==> src/rtl/gameio_pkg.sv <==
package gameio_pkg;
  localparam int LAMP_N = 4;
  localparam int BTN_N  = 3;
  localparam int PDL_N  = 4;
  localparam int STAT_N = BTN_N + PDL_N;

  localparam logic [15:0] A_LAMP_BASE = 16'hC058;
  localparam logic [15:0] A_STROBE    = 16'hC040;
  localparam logic [15:0] A_STAT_BASE = 16'hC060;
  localparam logic [15:0] A_PDL_RST   = 16'hC070;

  typedef struct packed {
    logic       acc;
    logic       rd;
    logic       wr;
    logic       lamp_hit;
    logic [1:0] lamp_idx;
    logic       lamp_val;
    logic       stb_hit;
    logic       pdl_rst;
    logic       stat_hit;
    logic [2:0] stat_sel;
  } dec_t;
endpackage

==> src/rtl/gameio_decode.sv <==
module gameio_decode
  import gameio_pkg::*;
(
  input  logic        clk,
  input  logic [15:0] addr,
  input  logic        rw,
  input  logic        ph0,
  output dec_t        dec
);
  logic ph0_q;

  always_ff @(posedge clk) ph0_q <= ph0;

  always_comb begin
    dec          = '0;
    dec.acc      = ph0 & ~ph0_q;
    dec.rd       = dec.acc & rw;
    dec.wr       = dec.acc & ~rw;
    dec.lamp_hit = dec.acc & (addr[15:3] == A_LAMP_BASE[15:3]);
    dec.lamp_idx = addr[2:1];
    dec.lamp_val = addr[0];
    dec.stb_hit  = dec.acc & (addr == A_STROBE);
    dec.pdl_rst  = dec.acc & (addr[15:4] == A_PDL_RST[15:4]);
    dec.stat_hit = (addr[15:3] == A_STAT_BASE[15:3]) & (addr[2:0] != 3'd0);
    dec.stat_sel = addr[2:0] - 3'd1;
  end
endmodule

==> src/rtl/gameio_strobe.sv <==
module gameio_strobe #(
  parameter int STB_CYC = 2
) (
  input  logic clk,
  input  logic rst,
  input  logic fire,
  input  logic twice,
  output logic strobe_n
);
  localparam int CW = (STB_CYC > 1) ? $clog2(STB_CYC) : 1;
  localparam logic [CW-1:0] LOAD = CW'(STB_CYC - 1);

  typedef enum logic [1:0] {S_IDLE, S_LOW, S_GAP} st_t;

  st_t         st;
  logic [CW-1:0] cnt;
  logic          more;

  always_ff @(posedge clk) begin
    if (rst) begin
      st       <= S_IDLE;
      cnt      <= '0;
      more     <= 1'b0;
      strobe_n <= 1'b1;
    end else if (fire) begin
      st       <= S_LOW;
      cnt      <= LOAD;
      more     <= twice;
      strobe_n <= 1'b0;
    end else begin
      case (st)
        S_LOW: begin
          if (cnt == '0) begin
            strobe_n <= 1'b1;
            cnt      <= LOAD;
            st       <= more ? S_GAP : S_IDLE;
          end else begin
            cnt <= cnt - 1'b1;
          end
        end
        S_GAP: begin
          if (cnt == '0) begin
            strobe_n <= 1'b0;
            cnt      <= LOAD;
            more     <= 1'b0;
            st       <= S_LOW;
          end else begin
            cnt <= cnt - 1'b1;
          end
        end
        default: begin
          strobe_n <= 1'b1;
        end
      endcase
    end
  end
endmodule

==> src/rtl/gameio_paddle.sv <==
module gameio_paddle #(
  parameter int PDL_W    = 8,
  parameter int TICK_CYC = 4
) (
  input  logic             clk,
  input  logic             rst,
  input  logic             restart,
  input  logic [PDL_W-1:0] setting,
  output logic             running
);
  localparam int PW = (TICK_CYC > 1) ? $clog2(TICK_CYC) : 1;
  localparam logic [PW-1:0] PRE_LOAD = PW'(TICK_CYC - 1);

  logic [PDL_W-1:0] cnt;
  logic [PW-1:0]    pre;

  always_ff @(posedge clk) begin
    if (rst) begin
      running <= 1'b0;
      cnt     <= '0;
      pre     <= '0;
    end else if (restart) begin
      running <= 1'b1;
      cnt     <= setting;
      pre     <= PRE_LOAD;
    end else if (running) begin
      if (pre == '0) begin
        pre <= PRE_LOAD;
        if (cnt == '0) running <= 1'b0;
        else           cnt     <= cnt - 1'b1;
      end else begin
        pre <= pre - 1'b1;
      end
    end
  end
endmodule

==> src/rtl/gameio_ctrl.sv <==
module gameio_ctrl
  import gameio_pkg::*;
#(
  parameter int STB_CYC  = 2,
  parameter int PDL_W    = 8,
  parameter int TICK_CYC = 4
) (
  input  logic                     clk,
  input  logic                     rst,
  input  logic [15:0]              addr,
  input  logic                     rw,
  input  logic                     ph0,
  input  logic [BTN_N-1:0]         btn,
  input  logic [PDL_N*PDL_W-1:0]   pdl_set,
  output logic [7:0]               rdata,
  output logic [LAMP_N-1:0]        lamp,
  output logic                     strobe_n
);
  dec_t             dec;
  logic [PDL_N-1:0] pdl_run;
  logic [STAT_N-1:0] stat;
  logic             stat_bit;

  gameio_decode u_dec (
    .clk (clk),
    .addr(addr),
    .rw  (rw),
    .ph0 (ph0),
    .dec (dec)
  );

  gameio_strobe #(.STB_CYC(STB_CYC)) u_stb (
    .clk     (clk),
    .rst     (rst),
    .fire    (dec.stb_hit),
    .twice   (dec.wr),
    .strobe_n(strobe_n)
  );

  for (genvar j = 0; j < PDL_N; j++) begin : g_pdl
    gameio_paddle #(.PDL_W(PDL_W), .TICK_CYC(TICK_CYC)) u_pdl (
      .clk    (clk),
      .rst    (rst),
      .restart(dec.pdl_rst),
      .setting(pdl_set[j*PDL_W +: PDL_W]),
      .running(pdl_run[j])
    );
  end

  assign stat     = {pdl_run, btn};
  assign stat_bit = dec.stat_hit & stat[dec.stat_sel];

  always_ff @(posedge clk) begin
    if (rst) begin
      lamp  <= '0;
      rdata <= '0;
    end else begin
      if (dec.lamp_hit) lamp[dec.lamp_idx] <= dec.lamp_val;
      if (dec.rd)       rdata <= {stat_bit, 7'd0};
    end
  end
endmodule

==> config.mk <==
export PLATFORM = sky130hd
export DESIGN_NAME = gameio_ctrl
export DESIGN_NICKNAME = d
export VERILOG_FILES = /design/src/rtl/gameio_pkg.sv /design/src/rtl/gameio_decode.sv /design/src/rtl/gameio_strobe.sv /design/src/rtl/gameio_paddle.sv /design/src/rtl/gameio_ctrl.sv
export SDC_FILE = /design/constraint.sdc
export NUM_CORES = 1
export LEC_CHECK = 0
export BUFFER_PORTS_ARGS = -buffer_cell sky130_fd_sc_hd__buf_2
export CAP_MARGIN = 20
export CORE_MARGIN = 4
export CORE_UTILIZATION = 59
export DETAILED_ROUTE_END_ITERATION = 12
export PLACE_DENSITY = 0.83
export SYNTH_ARGS = -nofsm -noshare
export SYNTH_HDL_FRONTEND = slang
export SYNTH_SLANG_ARGS = --single-unit
==> constraint.sdc <==
create_clock -name clk -period 4.55 [get_ports clk]
set_input_delay 0.455 -clock clk [delete_from_list [all_inputs] [get_ports clk]]
set_output_delay 0.455 -clock clk [all_outputs]
set_load 0.05 [all_outputs]
======== Yosys cells after proc, flatten, opt, wreduce, memory -nomap -nowiden ========
Cells that the tools add are included.
cells by class
  $add $sub $neg .......................... 10
  $lt $le $gt $ge ......................... 3
  eq/ne operators ......................... 15
  multiplexer cells ....................... 63
  bitwise gates (word level) .............. 10
  reduce and logical (&&, ||, !) cells .... 32
operators with widths
  operator              count
  $mux 8                16
  $logic_not 8->1       4
  $sub 8x1->8 const B   4
  $mux 2                15
  $mux 1                27
  $eq 13x13->1 const B  2
  $reduce_bool 2->1     11
  $reduce_and 3->1      6
  $eq 16x16->1 const B  1
  $eq 12x12->1 const B  1
  $ne 2x2->1 const B    5
  $and 1x1->1           8
  $logic_not 2->1       4
  $sub 2x1->2 const B   4
  $ne 3x2->1 const B    2
  $reduce_bool 3->1     2
  $bwmux 4              1
  $lt 3x4->1 const B    1
  $ne 2x1->1 const B    2
  $pmux 2 s2            1
  $reduce_and 2->1      2
  $reduce_or 2->1       2
  $bmux 1 s3            1
  $lt 2x3->1 const B    1
  other kinds (9)       10
word-level totals
  register bits after elaboration ......... 55
  bits of input ports ..................... 55
  word-level logic and storage cells ...... 153

======== Longest topological paths before layout ========
Gate-level depths: netlist of the first run.
  word-level depth ........................ 5
  gate-level depth with buffers ........... 6

======== Modules after synthesis ========
A second synthesis of the first run with hierarchy kept.
unflattened totals
  cell total of the unflattened synthesis .. 388
  area total of the unflattened synthesis .. 3,488.3 um^2
by module, submodules not included
  module         times used  cells each  area each (um^2)  sequential area each (um^2)
  gameio_paddle  4           74          670.6             220.2
  gameio_ctrl    1           37          321.6             100.1
  gameio_strobe  1           28          252.7             100.1
  gameio_decode  1           27          231.5             20.0

======== Worst setup path before layout of the first run ========
OpenSTA, ideal clock, no wires.
  kind .................................... input-to-reg
  start ................................... input port addr[8]
  end ..................................... register g_pdl[0].u_pdl.cnt[6]
  arrival time ............................ 1,752 ps
  setup slack ............................. 2,719 ps
  stages .................................. 6
  buffers on the path ..................... 2
  cells stage by stage .................... nor4b_4 nand3_2 or2_1 buf_2 buf_2 a211oi_2
on the way
  longest elaborated chain between the ends .. 4
  elaborated cells between the ends (all ways) .. 7
ends and longest elaborated chain
  item                                                              line                 text
  from (decl)                                                       gameio_ctrl.sv:10    input logic [15:0] addr,
  $eq 12x12->1 *                                                    gameio_decode.sv:23  dec.pdl_rst = dec.acc & (addr[15:4] == A_PDL_RST[15:4]);
  $and 1x1->1 *                                                     gameio_decode.sv:23
  $ne 2x1->1 (no source line) or $reduce_bool 2->1 (tied branches)  -
  $reduce_and 3->1 (no source line)                                 -
  to (signal assigned)                                              gameio_paddle.sv:24  cnt <= setting;
  to (signal assigned)                                              gameio_paddle.sv:30  else cnt <= cnt - 1'b1;
  to (decl)                                                         gameio_paddle.sv:14  logic [PDL_W-1:0] cnt;
Mark *: on every way between the ends. The rest lies on a longest branch, timed or not.
A chain may end at the register's enable or synchronous reset.

======== Final worst setup path of the first run ========
  start ................................... register u_dec.ph0_q
  end ..................................... register g_pdl[0].u_pdl.cnt[3]
on the way
  longest elaborated chain between the ends .. 5
  elaborated cells between the ends (all ways) .. 8
ends and longest elaborated chain
  item                                                              line                 text
  from (decl)                                                       gameio_decode.sv:10  logic ph0_q;
  from (signal assigned)                                            gameio_decode.sv:12  always_ff @(posedge clk) ph0_q <= ph0;
  $not 1->1 *                                                       gameio_decode.sv:16  dec.acc = ph0 & ~ph0_q;
  $and 1x1->1 *                                                     gameio_decode.sv:16
  $and 1x1->1 *                                                     gameio_decode.sv:23
  $ne 2x1->1 (no source line) or $reduce_bool 2->1 (tied branches)  -
  $reduce_and 3->1 (no source line)                                 -
Marked as above.

==> results of run 1 <==
==> metal layers <==
metal	vias to the layer above	GRT usage (%)	wire length [um]
met5	-	0	0
met4	0	10.3	264
li1	1476	-	-
met3	27	5.31	315
met1	1397	29.0	3380
met2	66	41.2	3730
==> layout make-up <==
cell class / count / area [um^2]
multi-input combinational: 276 / 1990
fill: 438 / 1560
sequential: 55 / 1100
timing repair buffer: 61 / 308
inverter: 26 / 97.6
tap: 70 / 87.6
clock buffer: 6 / 72.6
clock inverter: 2 / 60.1
==> worst max-delay path: cells and delay by family, from the launching register on <==
| family | cells | cell delay [ps] |
|---|---|---|
| and+or+nand+nor | 2 | 1260 |
| AOI/OAI and AO/OA | 2 | 630 |
| DFF | 1 | 320 |
==> power groups by stage <==
stage / clock network (W) / logic [W] / registers (W)
after floorplan: 0 / 0.0000431 / 0.000493
after global placement: 0 / 0.0000707 / 0.000493
after detailed placement: 0 / 0.0000722 / 0.000493
after CTS: 0.000388 / 0.0000722 / 0.000482
after global routing: 0.000410 / 0.0000800 / 0.000482
final: 0.000385 / 0.0000724 / 0.000482
==> cells by family after synthesis <==
family	Yosys count	share of synthesized area [%]
flip-flops	55	33.5
multiplexers	15	5.29
XOR/XNOR	15	3.99
buffers and inverters	51	6.81
AND/OR/NAND/NOR	105	20.8
AO/OA/AOI/OAI	118	23.4
other	1	0.114
adder cells (fa/ha/maj)	16	6.09
==> through the flow <==
step                      hold slack [ps]  cell area [um^2]  instances
after detailed placement              454              3580        488
after global placement                446              3580        488
after global routing                  242              3710        496
after CTS                             246              3710        496
final                                 255              3710        496
after floorplan                       463              3310        382
==> flip-flops by register name, summed over array words and instances, names as in the netlist <==
name,count
g_pdl.u_pdl.cnt,32
g_pdl.u_pdl.pre,8
g_pdl.u_pdl.running,4
lamp,4
u_stb.st,2
rdata,1
u_dec.ph0_q,1
u_stb.cnt,1
u_stb.more,1
u_stb.strobe_n,1
==> worst max path at each step <==
stage / start / slack [ps] / cells after the start / to
floorplan: addr[8] / 2720 / 6 / g_pdl[0].u_pdl.cnt[6]$_SDFFE_PP0P_
global placement: addr[8] / 2040 / 6 / g_pdl[0].u_pdl.cnt[2]$_SDFFE_PP0P_
detailed placement: addr[8] / 1900 / 5 / g_pdl[0].u_pdl.cnt[3]$_SDFFE_PP0P_
CTS: u_dec.ph0_q$_DFF_P_ / 2230 / 4 / g_pdl[0].u_pdl.cnt[3]$_SDFFE_PP0P_
global route: u_dec.ph0_q$_DFF_P_ / 2060 / 4 / g_pdl[0].u_pdl.cnt[3]$_SDFFE_PP0P_
finish: u_dec.ph0_q$_DFF_P_ / 2210 / 4 / g_pdl[0].u_pdl.cnt[3]$_SDFFE_PP0P_
==> synthesized netlist by cell type (6+ instances only) <==
cell type  count  area [um^2]
a211oi_1       6         45.0
a21oi_1       44          220
buf_4          7         52.6
clkbuf_1      13         48.8
dfxtp_1       55         1100
ha_1          16          200
inv_1         26         97.6
mux2i_1       11          110
nand2_1       18         67.6
nand2b_1       6         37.5
nand3_1       13         65.1
nor2_1         9         33.8
nor3_1        10         50.1
o21ai_0       16         80.1
o21ai_1       14         70.1
o31ai_1       10         75.1
xnor2_1       10         87.6
==> impl_metrics.py, run 1 <==
metrics = {
    "pwr": {
        "sw_frac_of_total_pct": 22.4,
        "p_per_area_mw_per_mm2": 253,
        "p_seq_share_pct": 51.3,
        "p_switching_w": 0.000210,
        "power_w": 0.000939,
        "power_frac_clock_pct": 41.0,
        "p_int_w": 0.000729,
        "vdd_drop_max_mv": 0.212,
        "power_frac_comb_pct": 7.7,
        "cellLeakagePower_nw": 1.35,
    },
    "timing": {
        "worst_pin_slew_ps": 1050,
        "worst_clock_skew_ps": 5.79,
        "finalHoldViolations": 0,
        "setup_violations": 0,
        "fmax_ghz": 0.428,
        "maxSlewHeadroom_pct": 29.9,
        "rsz0062_at_grt": "no",
        "layout_setup_ws_ps": 2210,
        "fin_crit_ps": 2340,
        "fin_setup_tns_ps": 0,
        "min_period_over_period_pct": 51.3,
        "slew_violations": 0,
    },
    "logic_synthesis": {
        "ys_seq_area_share_pct": 33.5,
        "synthArstFlopShare_pct": 0,
        "syn_area_per_cell_um2": 8.75,
        "ys.flop_type": "dfxtp_1",
        "synth_edf_count": 0,
        "syn_area_mm2": 0.00329,
        "yosys_warnings": 0,
        "synthDistinctLibCells": 66,
        "synth_cells": 376,
        "synth-seq-cells": 55,
    },
    "die": {
        "die_width_um": 82.7,
        "rows": 26,
        "dieArea_mm2": 0.00683,
        "floorplan.initialDensity_pct": 62.4,
        "num_io_pins": 68,
        "coreArea_mm2": 0.00527,
        "die_h_um": 82.7,
    },
    "route": {
        "ant_nets": 0,
        "drt_iter0_markers": 141,
        "via_per_inst": 5.98,
        "routed_wl_um": 7680,
        "routedWlPerCell_um": 15.5,
        "firstDrtPassIters": 4,
        "drc": 0,
        "vias": 2966,
    },
    "worst_setup_path": {
        "crit_type": "reg2reg",
        "cp_max_fo": 22,
        "r2r-start": "u_dec.ph0_q$_DFF_P_",
        "crit_arrival_ps": 2540,
        "cpPeakStageDelay_ps": 870,
        "start_kind": "register",
        "rr_worst_depth": 4,
        "cp.required_ps": 4750,
        "worstPathCellList": "and4bb_1, nand4_1, o21ai_0, a31oi_1",
        "cp-end-kind": "register",
        "cp_slowest_cell": "nand4_1",
        "r2r_slack_ps": 2210,
        "r2r-end": "g_pdl[0].u_pdl.cnt[3]$_SDFFE_PP0P_",
    },
    "clocking": {
        "clkTransAtPathRegs_ps": 90,
        "clk_latency_ps": 320,
        "cts_hold_buf": 0,
        "clk_root_buffer_cell": "clkbuf_8",
        "cts_buffer_depth": 2,
        "tritoncts": "done",
        "cts_buffers": 5,
        "cts_setup_buffers": 0,
        "cts_sinks": 55,
        "post_cts_resized": 0,
        "ctsHtreeMaxLevel": 2,
    },
    "cells_and_area": {
        "drive_above_1_share_pct": 20.7,
        "layout_common_cells": "buf_2 (60), dfxtp_1 (55), a21oi_1 (44)",
        "final_common_cell": "buf_2",
        "nets": 496,
        "final_util_pct": 70.5,
        "synthToLayoutAreaGrowth_pct": 12.9,
        "n_antenna_cell": 0,
    },
    "global_route": {
        "grt_max_degree": 34,
        "grt_pass1_vias": 2825,
        "antenna_found_initial": 0,
        "grt.total_usage_pct": 24.1,
        "grt.overflow.total": 0,
        "grt_pass1_wl_um": 12700,
    },
    "placed_design": {
        "gp_congestion": 0.844,
        "place_ws_ps": 1900,
        "io_buffer_count": 60,
        "dp_hpwl_um": 5650,
    },
    "min_path": {
        "hold_depth": 1,
        "hold_path_end": "u_dec.ph0_q$_DFF_P_",
        "worstHoldPathType": "in2reg",
        "holdCritStartpoint": "ph0",
    },
    "job": {
        "cap_violations": 0,
    },
    "status": {
        "status": "finished clean",
    },
}
(Power assumes the default switching activity.)
==> run 2, diff against run 1 <==
- CORE_UTILIZATION: 59 -> 55
- PLACE_DENSITY: 0.83 -> 0.78
- clock period: 4.55 -> 2.33 ns (I/O delays scaled with it)
==> run 2 against run 1 <==
Compared with the run above: clock skew increased by 3.1 ps; global-route usage decreased by 3.4 points; highest routed layer unchanged; worst hold slack got worse by 200 ps; largest cell class unchanged; non-clock buffer count increased by 8; total power increased by 94%; register-to-register slack got worse by 1800 ps.
==> impl_metrics.py, run 2 (synthesis results as in run 1) <==
metrics = {
    "route": {
        "vias": 2918,
        "routed_wl_um": 7410,
        "via_per_inst": 5.77,
        "routedWlPerCell_um": 14.6,
        "drt_iter0_markers": 105,
        "ant_nets": 0,
        "drc": 0,
        "firstDrtPassIters": 4,
    },
    "worst_setup_path": {
        "cp_max_fo": 10,
        "start_kind": "register",
        "crit_arrival_ps": 2190,
        "cp-end-kind": "register",
        "cp.required_ps": 2560,
        "crit_type": "reg2reg",
    },
    "die": {
        "num_io_pins": 68,
        "dieArea_mm2": 0.00728,
        "die_width_um": 85.3,
        "coreArea_mm2": 0.00564,
        "die_h_um": 85.3,
        "floorplan.initialDensity_pct": 58.3,
        "rows": 27,
    },
    "cells_and_area": {
        "num-fill-cells": 506,
        "nets": 504,
        "n_antenna_cell": 0,
        "seqCellArea_mm2": 0.00110,
        "largestRegisters": "g_pdl.u_pdl.cnt: 32 flops, g_pdl.u_pdl.pre: 8 flops",
        "multiInputGateArea_mm2": 0.00199,
        "final_common_cell": "buf_2",
        "top_register": "g_pdl.u_pdl.cnt",
        "largest_reg_flops": 32,
        "drive_above_1_share_pct": 22.1,
        "layout_common_cells": "buf_2 (60), dfxtp_1 (55), a21oi_1 (44)",
        "synthToLayoutAreaGrowth_pct": 14.8,
        "final_util_pct": 66.9,
    },
    "placed_design": {
        "dp_hpwl_um": 5440,
        "io_buffer_count": 60,
        "gp_congestion": 0.795,
    },
    "pwr": {
        "vdd_drop_max_mv": 0.277,
        "cellLeakagePower_nw": 1.39,
        "p_per_area_mw_per_mm2": 483,
    },
    "global_route": {
        "grt.total_usage_pct": 20.7,
        "antenna_found_initial": 0,
        "grt.overflow.total": 0,
        "grt_pass1_vias": 2738,
        "grt_pass1_wl_um": 12500,
        "grt_max_degree": 37,
    },
    "clocking": {
        "clk_root_buffer_cell": "clkbuf_8",
        "cts_sinks": 55,
        "post_cts_resized": 0,
        "clk_latency_ps": 310,
        "cts_buffers": 5,
        "ctsHtreeMaxLevel": 2,
        "clkTransAtPathRegs_ps": 100,
        "cts_buffer_depth": 2,
        "cts_setup_buffers": 0,
        "cts_hold_buf": 0,
        "tritoncts": "done",
    },
    "job": {
        "cap_violations": 0,
    },
    "min_path": {
        "worstHoldPathType": "in2reg",
    },
    "timing": {
        "fmax_ghz": 0.510,
        "worst_pin_slew_ps": 576,
        "rsz0062_at_grt": "no",
        "finalHoldViolations": 0,
        "setup_violations": 0,
        "fin_setup_tns_ps": 0,
        "maxSlewHeadroom_pct": 61.5,
        "fin_crit_ps": 1960,
        "worst_clock_skew_ps": 8.88,
        "min_period_over_period_pct": 84.2,
        "slew_violations": 0,
    },
    "status": {
        "status": "finished clean",
    },
}
run 2: worst max-delay path, cell delays in order, from the launching register on:
cell and delay, ps:
dfxtp_1 370, or4_4 580, nor3_2 500, o31ai_1 180, a311oi_2 260
run 2: cell type report:
| class | count | area share [%] |
|---|---|---|
| Timing Repair Buffer | 69 | 9.74 |
| Sequential cell | 55 | 29.2 |
| Clock buffer | 6 | 1.92 |
| Inverter | 26 | 2.58 |
| Clock inverter | 2 | 1.59 |
| Multi-Input combinational cell | 276 | 52.6 |
| Tap cell | 72 | 2.39 |
run 2: stage by stage:
stage / setup WS (ps) / hold WS, ps / cell area [um^2] / total power, W / std cells
2_1_floorplan: 588 / 261 / 3310 / 0.00105 / 382
3_3_place_gp: 518 / 363 / 3640 / 0.00110 / 498
3_5_place_dp: 393 / 374 / 3640 / 0.00110 / 498
4_1_cts: 360 / 55.4 / 3780 / 0.00184 / 506
5_1_grt: 239 / 42.5 / 3780 / 0.00189 / 506
6_report: 368 / 58.7 / 3780 / 0.00182 / 506
run 2: where the power goes:
group	leakage, nW	internal, W	switching [W]
combinational	0.877	0.0000564	0.0000860
clock	0.0654	0.000430	0.000311
sequential	0.443	0.000940	0.000000688
total	1.39	0.00143	0.000398
run 2: metal layers:
metal | vias up | share of wire (%) | GRT usage (%) | routed length (um)
li1 | 1485 | - | - | -
met4 | 0 | 1.2 | 4.75 | 91
met5 | - | 0 | 0 | 0
met3 | 9 | 3.8 | 3.79 | 282
met1 | 1359 | 44 | 25.2 | 3240
met2 | 65 | 51 | 37.5 | 3800
run 2: path summary, 6_finish.rpt:
| path | startpoint | end | slack [ps] | cells past startpoint |
|---|---|---|---|---|
| setup reg to reg | g_pdl[2].u_pdl.cnt[3]$_SDFFE_PP0P_ | g_pdl[2].u_pdl.cnt[4]$_SDFFE_PP0P_ | 370 | 4 |
| hold / removal | ph0 | u_dec.ph0_q$_DFF_P_ | 60 | 1 |
| hold reg to reg | lamp[0]$_SDFFE_PP0P_ | lamp[0]$_SDFFE_PP0P_ | 460 | 2 |
| setup / recovery | g_pdl[2].u_pdl.cnt[3]$_SDFFE_PP0P_ | g_pdl[2].u_pdl.cnt[4]$_SDFFE_PP0P_ | 370 | 4 |
